<file path="config.mk">
export PLATFORM = sky130hd
export DESIGN_NAME = lreq_decoder
export DESIGN_NICKNAME = d
export VERILOG_FILES = /design/src/rtl/lreq_pkg.sv /design/src/rtl/lreq_frame_track.sv /design/src/rtl/lreq_bit_collect.sv /design/src/rtl/lreq_field_dec.sv /design/src/rtl/lreq_out_stage.sv /design/src/rtl/lreq_decoder.sv
export SDC_FILE = /design/constraint.sdc
export NUM_CORES = 1
export LEC_CHECK = 0
export ABC_AREA = 0
export BUFFER_PORTS_ARGS = -buffer_cell sky130_fd_sc_hd__buf_2
export CORE_ASPECT_RATIO = 0.8
export CORE_MARGIN = 4
export CORE_UTILIZATION = 40
export CTS_CLUSTER_DIAMETER = 60
export DETAILED_ROUTE_END_ITERATION = 8
export GPL_TIMING_DRIVEN = 0
export PLACE_DENSITY = 0.65
export SYNTH_ARGS = -nofsm -noshare
export SYNTH_HDL_FRONTEND = slang
export SYNTH_SLANG_ARGS = --single-unit
export TNS_END_PERCENT = 10
</file>
<file path="constraint.sdc">
create_clock -name clk -period 6.5 [get_ports clk]
set_input_delay 1.3 -clock clk [delete_from_list [all_inputs] [get_ports clk]]
set_output_delay 1.3 -clock clk [all_outputs]
set_load 0.01 [all_outputs]
</file>
<file path="src/rtl/lreq_pkg.sv">
package lreq_pkg;

    localparam int KIND_W    = 3;
    localparam int SPEED_W   = 3;
    localparam int ADDR_W    = 4;
    localparam int DATA_W    = 8;

    // stream positions derived from the field widths
    localparam int KIND_LO   = 1;
    localparam int BODY_IDX  = KIND_LO + KIND_W;          // first payload bit
    localparam int BUS_STOP  = BODY_IDX + SPEED_W;        // optional stop of bus request
    localparam int BUS_LAST  = BUS_STOP - 1;              // last speed bit
    localparam int RD_STOP   = BODY_IDX + ADDR_W;
    localparam int DATA_IDX  = RD_STOP;                   // write data follows address
    localparam int WR_STOP   = DATA_IDX + DATA_W;
    localparam int ACC_STOP  = BODY_IDX + 1;
    localparam int RSV_STOP  = ACC_STOP;
    localparam int FRAME_MAX = WR_STOP + 1;
    localparam int IDX_W     = $clog2(FRAME_MAX);

    typedef logic [IDX_W-1:0] idx_t;
    // captured payload: stream bit i lives at index i
    typedef logic [WR_STOP-1:KIND_LO] frame_t;

    typedef enum logic [KIND_W-1:0] {
        K_IMM   = 3'd0,
        K_ISO   = 3'd1,
        K_PRI   = 3'd2,
        K_FAIR  = 3'd3,
        K_RDREG = 3'd4,
        K_WRREG = 3'd5,
        K_ACCEL = 3'd6,
        K_RSVD  = 3'd7
    } req_kind_e;

    typedef struct packed {
        req_kind_e           kind;
        logic [SPEED_W-1:0]  speed;
        logic [ADDR_W-1:0]   addr;
        logic [DATA_W-1:0]   wdata;
        logic                accel_en;
    } req_fields_t;

    function automatic logic is_bus(req_kind_e k);
        return k inside {K_IMM, K_ISO, K_PRI, K_FAIR};
    endfunction

    function automatic logic has_addr(req_kind_e k);
        return k inside {K_RDREG, K_WRREG};
    endfunction

    function automatic logic has_data(req_kind_e k);
        return k == K_WRREG;
    endfunction

    function automatic logic has_enable(req_kind_e k);
        return k == K_ACCEL;
    endfunction

    // position of the mandatory stop bit for each type
    function automatic idx_t stop_index(req_kind_e k);
        case (k)
            K_IMM, K_ISO, K_PRI, K_FAIR: return idx_t'(BUS_STOP);
            K_RDREG:                     return idx_t'(RD_STOP);
            K_WRREG:                     return idx_t'(WR_STOP);
            K_ACCEL:                     return idx_t'(ACC_STOP);
            default:                     return idx_t'(RSV_STOP);
        endcase
    endfunction

endpackage

</file>
<file path="src/rtl/lreq_frame_track.sv">
module lreq_frame_track
    import lreq_pkg::*;
(
    input  logic      clk,
    input  logic      rst,
    input  logic      line,
    input  req_kind_e kind,
    output logic      busy,
    output idx_t      idx,
    output logic      fin,
    output logic      ev_ok,
    output logic      ev_ferr,
    output logic      ev_rsvd
);

    logic at_stop;
    logic short_end;

    // type is known only once the payload region is reached
    assign at_stop   = busy && (idx >= idx_t'(BODY_IDX)) && (idx == stop_index(kind));
    assign short_end = busy && is_bus(kind) && (idx == idx_t'(BUS_LAST)) && !line;
    assign fin       = at_stop || short_end;

    assign ev_ferr = at_stop && line;
    assign ev_rsvd = at_stop && (kind == K_RSVD);
    assign ev_ok   = short_end || (at_stop && !line && (kind != K_RSVD));

    always_ff @(posedge clk) begin
        if (rst) begin
            busy <= 1'b0;
            idx  <= '0;
        end else if (!busy) begin
            if (line) begin
                busy <= 1'b1;
                idx  <= idx_t'(KIND_LO);
            end
        end else if (fin) begin
            busy <= 1'b0;
            idx  <= '0;
        end else begin
            idx  <= idx + idx_t'(1);
        end
    end

    // a low line leaves an idle tracker idle
    p_idle_quiet_r1: assert property (@(posedge clk) disable iff (rst)
        (!busy && !line) |=> !busy);

    // no frame runs past the longest stop position
    p_no_overrun_r6: assert property (@(posedge clk) disable iff (rst)
        (busy && idx == idx_t'(WR_STOP)) |-> fin);

endmodule

</file>
<file path="src/rtl/lreq_bit_collect.sv">
module lreq_bit_collect
    import lreq_pkg::*;
(
    input  logic      clk,
    input  logic      rst,
    input  logic      line,
    input  logic      busy,
    input  idx_t      idx,
    output frame_t    frame_now,
    output req_kind_e kind
);

    frame_t              frame_q;
    logic [KIND_W-1:0]   kind_bits;

    for (genvar i = KIND_LO; i < WR_STOP; i++) begin : g_cell
        logic hit;
        assign hit = busy && (idx == idx_t'(i));
        always_ff @(posedge clk) begin
            if (rst)      frame_q[i] <= 1'b0;
            else if (hit) frame_q[i] <= line;
        end
        // the bit on the line this cycle joins the stored ones
        assign frame_now[i] = hit ? line : frame_q[i];
    end

    for (genvar j = 0; j < KIND_W; j++) begin : g_kind
        assign kind_bits[KIND_W-1-j] = frame_q[KIND_LO+j];
    end

    assign kind = req_kind_e'(kind_bits);

    // the type field stays frozen once the payload is under way
    p_kind_frozen_r2: assert property (@(posedge clk) disable iff (rst)
        (busy && idx > idx_t'(BODY_IDX)) |-> $stable(kind));

endmodule

</file>
<file path="src/rtl/lreq_field_dec.sv">
module lreq_field_dec
    import lreq_pkg::*;
(
    input  frame_t      frame_now,
    output req_fields_t fields
);

    logic [KIND_W-1:0]  k_bits;
    logic [SPEED_W-1:0] s_bits;
    logic [ADDR_W-1:0]  a_bits;
    logic [DATA_W-1:0]  d_bits;

    for (genvar j = 0; j < KIND_W; j++) begin : g_k
        assign k_bits[KIND_W-1-j] = frame_now[KIND_LO+j];
    end
    for (genvar j = 0; j < SPEED_W; j++) begin : g_s
        assign s_bits[SPEED_W-1-j] = frame_now[BODY_IDX+j];
    end
    for (genvar j = 0; j < ADDR_W; j++) begin : g_a
        assign a_bits[ADDR_W-1-j] = frame_now[BODY_IDX+j];
    end
    for (genvar j = 0; j < DATA_W; j++) begin : g_d
        assign d_bits[DATA_W-1-j] = frame_now[DATA_IDX+j];
    end

    always_comb begin
        fields.kind     = req_kind_e'(k_bits);
        fields.speed    = s_bits;
        fields.addr     = a_bits;
        fields.wdata    = d_bits;
        fields.accel_en = frame_now[BODY_IDX];
    end

endmodule

</file>
<file path="src/rtl/lreq_out_stage.sv">
module lreq_out_stage
    import lreq_pkg::*;
(
    input  logic        clk,
    input  logic        rst,
    input  logic        ev_ok,
    input  logic        ev_ferr,
    input  logic        ev_rsvd,
    input  req_fields_t fields_now,
    output logic        valid,
    output logic        ferr,
    output logic        rsvd,
    output req_fields_t fields_q
);

    always_ff @(posedge clk) begin
        if (rst) begin
            valid    <= 1'b0;
            ferr     <= 1'b0;
            rsvd     <= 1'b0;
            fields_q <= '0;
        end else begin
            valid <= ev_ok;
            ferr  <= ev_ferr;
            rsvd  <= ev_rsvd;
            if (ev_ok) begin
                fields_q.kind <= fields_now.kind;
                if (is_bus(fields_now.kind))
                    fields_q.speed <= fields_now.speed;
                if (has_addr(fields_now.kind))
                    fields_q.addr <= fields_now.addr;
                if (has_data(fields_now.kind))
                    fields_q.wdata <= fields_now.wdata;
                if (has_enable(fields_now.kind))
                    fields_q.accel_en <= fields_now.accel_en;
            end
        end
    end

    // a frame reports either success or a framing error, never both
    p_one_outcome_r8: assert property (@(posedge clk) disable iff (rst)
        $onehot0({valid, ferr}));

    // a reserved frame never yields a valid request
    p_rsvd_not_valid_r9: assert property (@(posedge clk) disable iff (rst)
        rsvd |-> !valid);

    // fields move only together with the valid pulse
    p_fields_hold_r10: assert property (@(posedge clk) disable iff (rst)
        !valid |-> $stable(fields_q));

    // the valid pulse lasts a single cycle
    p_valid_pulse_r10: assert property (@(posedge clk) disable iff (rst)
        valid |=> !valid);

endmodule

</file>
<file path="src/rtl/lreq_decoder.sv">
module lreq_decoder
    import lreq_pkg::*;
(
    input  logic               clk,
    input  logic               rst,
    input  logic               req_line,
    output logic               out_valid,
    output logic [KIND_W-1:0]  out_kind,
    output logic [SPEED_W-1:0] out_speed,
    output logic [ADDR_W-1:0]  out_addr,
    output logic [DATA_W-1:0]  out_wdata,
    output logic               out_accel_en,
    output logic               out_frame_err,
    output logic               out_rsvd_err
);

    logic        busy;
    idx_t        idx;
    logic        fin;
    logic        ev_ok;
    logic        ev_ferr;
    logic        ev_rsvd;
    req_kind_e   kind;
    frame_t      frame_now;
    req_fields_t fields_now;
    req_fields_t fields_q;

    lreq_frame_track u_track (
        .clk     (clk),
        .rst     (rst),
        .line    (req_line),
        .kind    (kind),
        .busy    (busy),
        .idx     (idx),
        .fin     (fin),
        .ev_ok   (ev_ok),
        .ev_ferr (ev_ferr),
        .ev_rsvd (ev_rsvd)
    );

    lreq_bit_collect u_collect (
        .clk       (clk),
        .rst       (rst),
        .line      (req_line),
        .busy      (busy),
        .idx       (idx),
        .frame_now (frame_now),
        .kind      (kind)
    );

    lreq_field_dec u_dec (
        .frame_now (frame_now),
        .fields    (fields_now)
    );

    lreq_out_stage u_out (
        .clk        (clk),
        .rst        (rst),
        .ev_ok      (ev_ok),
        .ev_ferr    (ev_ferr),
        .ev_rsvd    (ev_rsvd),
        .fields_now (fields_now),
        .valid      (out_valid),
        .ferr       (out_frame_err),
        .rsvd       (out_rsvd_err),
        .fields_q   (fields_q)
    );

    assign out_kind     = fields_q.kind;
    assign out_speed    = fields_q.speed;
    assign out_addr     = fields_q.addr;
    assign out_wdata    = fields_q.wdata;
    assign out_accel_en = fields_q.accel_en;

    // a frame that ends always leaves the tracker free for the next cycle
    p_fin_frees_r11: assert property (@(posedge clk) disable iff (rst)
        (fin && !req_line) |=> !busy);

endmodule

</file>
Yosys cells after proc, flatten, opt, wreduce, memory -nomap -nowiden --
Index checks and enable logic that the tools add are counted.
Word-level totals: flip-flop bits (word level) 43, latch bits 0, memory bits (writable) 0, ROM bits 0, bits of input ports 3, output and inout bits 22, logic and storage cells 116, memories 0
Operators by class: $add $sub $neg 1, multipliers 0, div/mod/pow operators 0, $lt $le $gt $ge 1, equality and inequality tests 29, shift-type cells 0, mux-type cells 22, bitwise operators 0, reduce and logical (&&, ||, !) cells 38
Operator list (number):
- $eq 5x4->1 const B | 8
- $logic_and 1x1->1 | 24
- $eq 5x3->1 const B | 4
- $eq 3x3->1 const B | 6
- $mux 1 | 18
- $mux 5 | 3
- $pmux 5 s3 | 1
- $eq 3x2->1 const B | 4
- $eq 5x2->1 const B | 2
- $reduce_and 2->1 | 4
- $reduce_bool 4->1 | 2
- $eq 3x1->1 const B | 2
- $logic_not 3->1 | 2
- $add 5x1->5 const B | 1
- $eq 5x1->1 const B | 1
- $eq 5x5->1 | 1
- $ge 5x3->1 const B | 1
- $reduce_bool 2->1 | 2
- $reduce_or 4->1 | 1
- $ne 3x3->1 const B | 1
- $logic_or 1x1->1 | 2
- $logic_not 1->1 | 1

Logic depth before layout (Yosys ltp) --
depth in word-level cells 9, mapped depth 8, gate-level depth less buffers 7

By module --
Synthesis repeated with hierarchy kept, for this count alone.
Unflattened totals: cell total of the unflattened synthesis 247, area total of the unflattened synthesis 2289.7 um^2
By module, submodules not included:
- lreq_bit_collect | times used 1, cells an instance 89, area each 907.1 um^2
- lreq_out_stage | times used 1, cells an instance 80, area each 773.2 um^2
- lreq_frame_track | times used 1, cells an instance 59, area each 466.7 um^2
- lreq_field_dec | times used 1, cells an instance 19, area each 142.6 um^2

Least setup slack after synthesis --
OpenSTA, ideal clock, no wires.
path kind input to register, start input req_line, end register u_out.fields_q[13] (netlist name), arrival time 2.516 ns, data required time 6.379 ns, path slack 3.863 ns, cell stages on the path 5, path buffers 0, path through a21oi_1 nand2_1 a211o_1 a221oi_1 mux2_2
On the way: word-level cells in the longest chain between the ends 5
RTL lines:
- start, declared | RTL line lreq_decoder.sv:6 | input logic req_line,
- parallel branches: the longest is 5 deep, another holds $reduce_bool 4->1
Parallel ways; which one is timed is not known. A chain may end at the register's enable or synchronous reset.

Worst setup path in the final report --
start input req_line, end register u_out.fields_q[13] (netlist name)
On the way: word-level cells in the longest chain between the ends 5
RTL lines:
- parallel branches: the longest is 5 deep, another holds $reduce_bool 4->1
Parallel ways; which one is timed is not known.

==> flow_metrics.tcl <==
set metrics [dict create \
    rsz0062_at_grt "false" \
    synth-seq-area-share_pct 39.81 \
    ant_nets 0 \
    fin_nets 279 \
    post_route_cells_drive_above_1_share_pct 25.74 \
    worstSetupStartpointType "input pin" \
    synth-main-ff-cell "dfxtp_1" \
    cts_hold_repair.buffers 0 \
    first_global_vias 1647 \
    synth.avg_cell_area_sq_um 9.009 \
    holdWs_ns 0.4632 \
    synth.yosys.warnings 0 \
    vdd.ir_drop.worst_uv 122.5 \
    cts.repair_timing.setup_buffer_count 0 \
    worst_clock_skew_ns 0.006336 \
    wirelength_met1_microns 2466 \
    layout.cells.most_common "dfxtp_1" \
    totalPowerFinal_uw 507.2 \
    mostFrequentLayoutCells "dfxtp_1, nand2_1, buf_2, a21oi_1" \
    path_max_fanout 8 \
    initial_core_util_pct 42.21 \
    finalWirelength_microns 4633 \
    syn-cell-area_sq_um 2162 \
    timing.hold.worst_endpoint "u_collect.frame_q[8]$_SDFF_PP0_" \
    final-max-slew-violation-count 0 \
    placer_congestion_estimate 0.8429 \
    antennaDiodeCount 0 \
    status "completed" \
    timing.max_slew.rel_slack_pct 59.65 \
    tritoncts.num_buffers 5 \
    die_area_sq_um 6653 \
    timing.critical_path.required_ns 6.68 \
    worstReg2RegStart "u_track.idx[0]$_SDFFE_PP0P_" \
    power.density_cell_area_nw_per_um2 205.1 \
    clk-insertion-delay-late_ns 0.29 \
    floorplan.die.width_microns 90.20 \
    grt.total_usage_pct 14.75 \
    fin_crit_ns 2.691 \
    post_drt_via_cell_ratio 5.260 \
    wl_met2_microns 1906 \
    synth_enable_flop_cells 0 \
    highest_layer "met4" \
    highest_attainable_clock_frequency_ghz 0.3716 \
    ys_async_sr_fraction_pct 0 \
    floorplan.io_pins 25 \
    detailed_placement_wirelength_estimate_microns 3368 \
    area_growth_pct 14.35 \
    endpoint_of_the_worst_slack_reg_to_reg_timing_path "u_out.fields_q[13]$_SDFFE_PP0P_" \
    origin_of_the_worst_min_delay_path "u_collect.frame_q[8]$_SDFF_PP0_" \
    final_setup_violating_endpoints 0 \
    crit_path_arrival_time_ns 2.87 \
    post_synth_inst_count 240 \
    worstRegToRegCells 6 \
    die_h_microns 73.76 \
    core_area_sq_um 5122 \
    power.leakage_uw 0.001006 \
    cts_max_path_buffers 2 \
    setup_total_negative_slack_ns 0 \
    wl_met3_microns 214 \
    grt_first_pass_wirelength_microns 7907 \
    worst_pin_slew_ns 0.6017 \
    cts.repair.resized 0 \
    clkSinkCount 43 \
    post_synth_num_cell_types 42 \
    timing_hold_violations_final 0 \
    via_count 1757 \
    final_min_period_over_clock_period_pct 41.40 \
    hold_class "register to register" \
    drv.max_cap_violation_count 0 \
    drt_iter0_markers 117 \
    antenna_violations_before_repair 0 \
    timing.critical_path.to_type "register" \
    drt_pre_antenna_iters 4 \
    numPortBuffers 24 \
    clk_transition_reported_paths_ns 0.08 \
    grt.overflow.total 0 \
    rrSetupSlack_ns 4.05 \
    synth.net_count 248 \
    ws_path_type "input pin to register" \
    remaining_drc_errors 0 \
    min_path_cells 2 \
    max_h_tree_level 2 \
    postLayoutCoreUtil_pct 48.27 \
    pin_count_of_the_biggest_net_entering_global_routing 15 \
    avgRoutedWirePerCell_microns 13.87 \
    placement_rows 23 \
    clock_tree_from_tritoncts "yes" \
    ys_ff_latch 43 \
    clock_tree.root_cell "clkbuf_8" \
]
## Yosys cell counts (2+ instances only)
master    count  area, sq um
dfxtp_1      43        860.8
nand2_1      32        120.1
a21oi_1      20        100.1
nand3_1      19        95.09
nor2b_1      19        118.9
mux2_2       14        157.7
nor2_1       11        41.29
clkbuf_1     10        37.54
buf_6         6        67.56
ha_1          5        62.56
inv_1         5        18.77
a31oi_1       4        25.02
and2b_1       4        30.03
buf_2         4        20.02
mux2_4        4        60.06
o21ai_0       4        20.02
a32oi_1       3        26.28
nor4b_1       3        26.28
a211o_1       2        17.52
and4bb_2      2        25.02
nand4b_1      2        17.52
o21a_1        2        15.01
o21ai_1       2        10.01
xnor2_1       2        17.52
## critical path, stage by stage
cell      delay, ns
buf_2          0.14
a21oi_1        0.16
nand2_1        0.07
a211o_1        0.27
a221oi_1       0.54
mux2_2         0.40
## per-stage QoR
stage | setup WS, ns | cell area [sq um] | instances
after floorplan | 3.863 | 2162 | 240
after global placement | 3.487 | 2360 | 326
after detailed placement | 3.497 | 2360 | 326
after CTS | 3.798 | 2472 | 334
after global routing | 3.745 | 2472 | 334
final | 3.809 | 2472 | 334
## layer usage
metal	vias to the layer above	global-route usage, %
met5	-	0
li1	893	-
met2	46	22.27
met1	811	21.16
met3	7	3.275
met4	0	4.244
## kinds of logic (layout without fill, tap and decap cells)
group                      Yosys count  count (layout)  synth area share [%]
and+or+nand+nor                    104             104                 27.37
buffers and inverters               25              57                 6.655
DFF                                 43              43                 39.82
muxes                               18              18                 10.07
adders and majority gates            5               5                 2.894
xor gates and xnor gates             2               2                0.8103
AOI/OAI and AO/OA                   43              43                 12.38
## sequential cells by signal, summed over array words and instances, names as in the netlist
register           flops
u_out.ferr             1
u_track.idx            5
u_collect.kind         3
u_out.rsvd             1
u_out.fields_q        19
u_collect.frame_q     12
u_out.valid            1
u_track.busy           1
## worst max-delay path by stage
| stage | from | endpoint | slack, ns | cells past startpoint |
|---|---|---|---|---|
| 2_1_floorplan | req_line | u_out.fields_q[13]$_SDFFE_PP0P_ | 3.86 | 5 |
| 3_3_place_gp | req_line | u_out.fields_q[14]$_SDFFE_PP0P_ | 3.49 | 6 |
| 3_5_place_dp | req_line | u_out.fields_q[15]$_SDFFE_PP0P_ | 3.50 | 6 |
| 4_1_cts | req_line | u_out.fields_q[14]$_SDFFE_PP0P_ | 3.80 | 6 |
| 5_1_grt | req_line | u_out.fields_q[14]$_SDFFE_PP0P_ | 3.74 | 6 |
| 6_report | req_line | u_out.fields_q[13]$_SDFFE_PP0P_ | 3.81 | 6 |
## power by group
part	switching, uW	internal, uW
clock network	93.2	114
registers	2.59	265
logic	21.6	10.5
## area by class of cell
cell class	count	area [sq um]
plain buffers	20	125.1
clock buffers	5	68.82
clock inverters	3	43.79
fillers	504	2650
inverters	5	18.77
multi-input cells	172	1157
flip-flops and latches	43	860.8
well taps	62	77.57
repair buffers	24	120.1
Power figures use the tool's default switching activity.
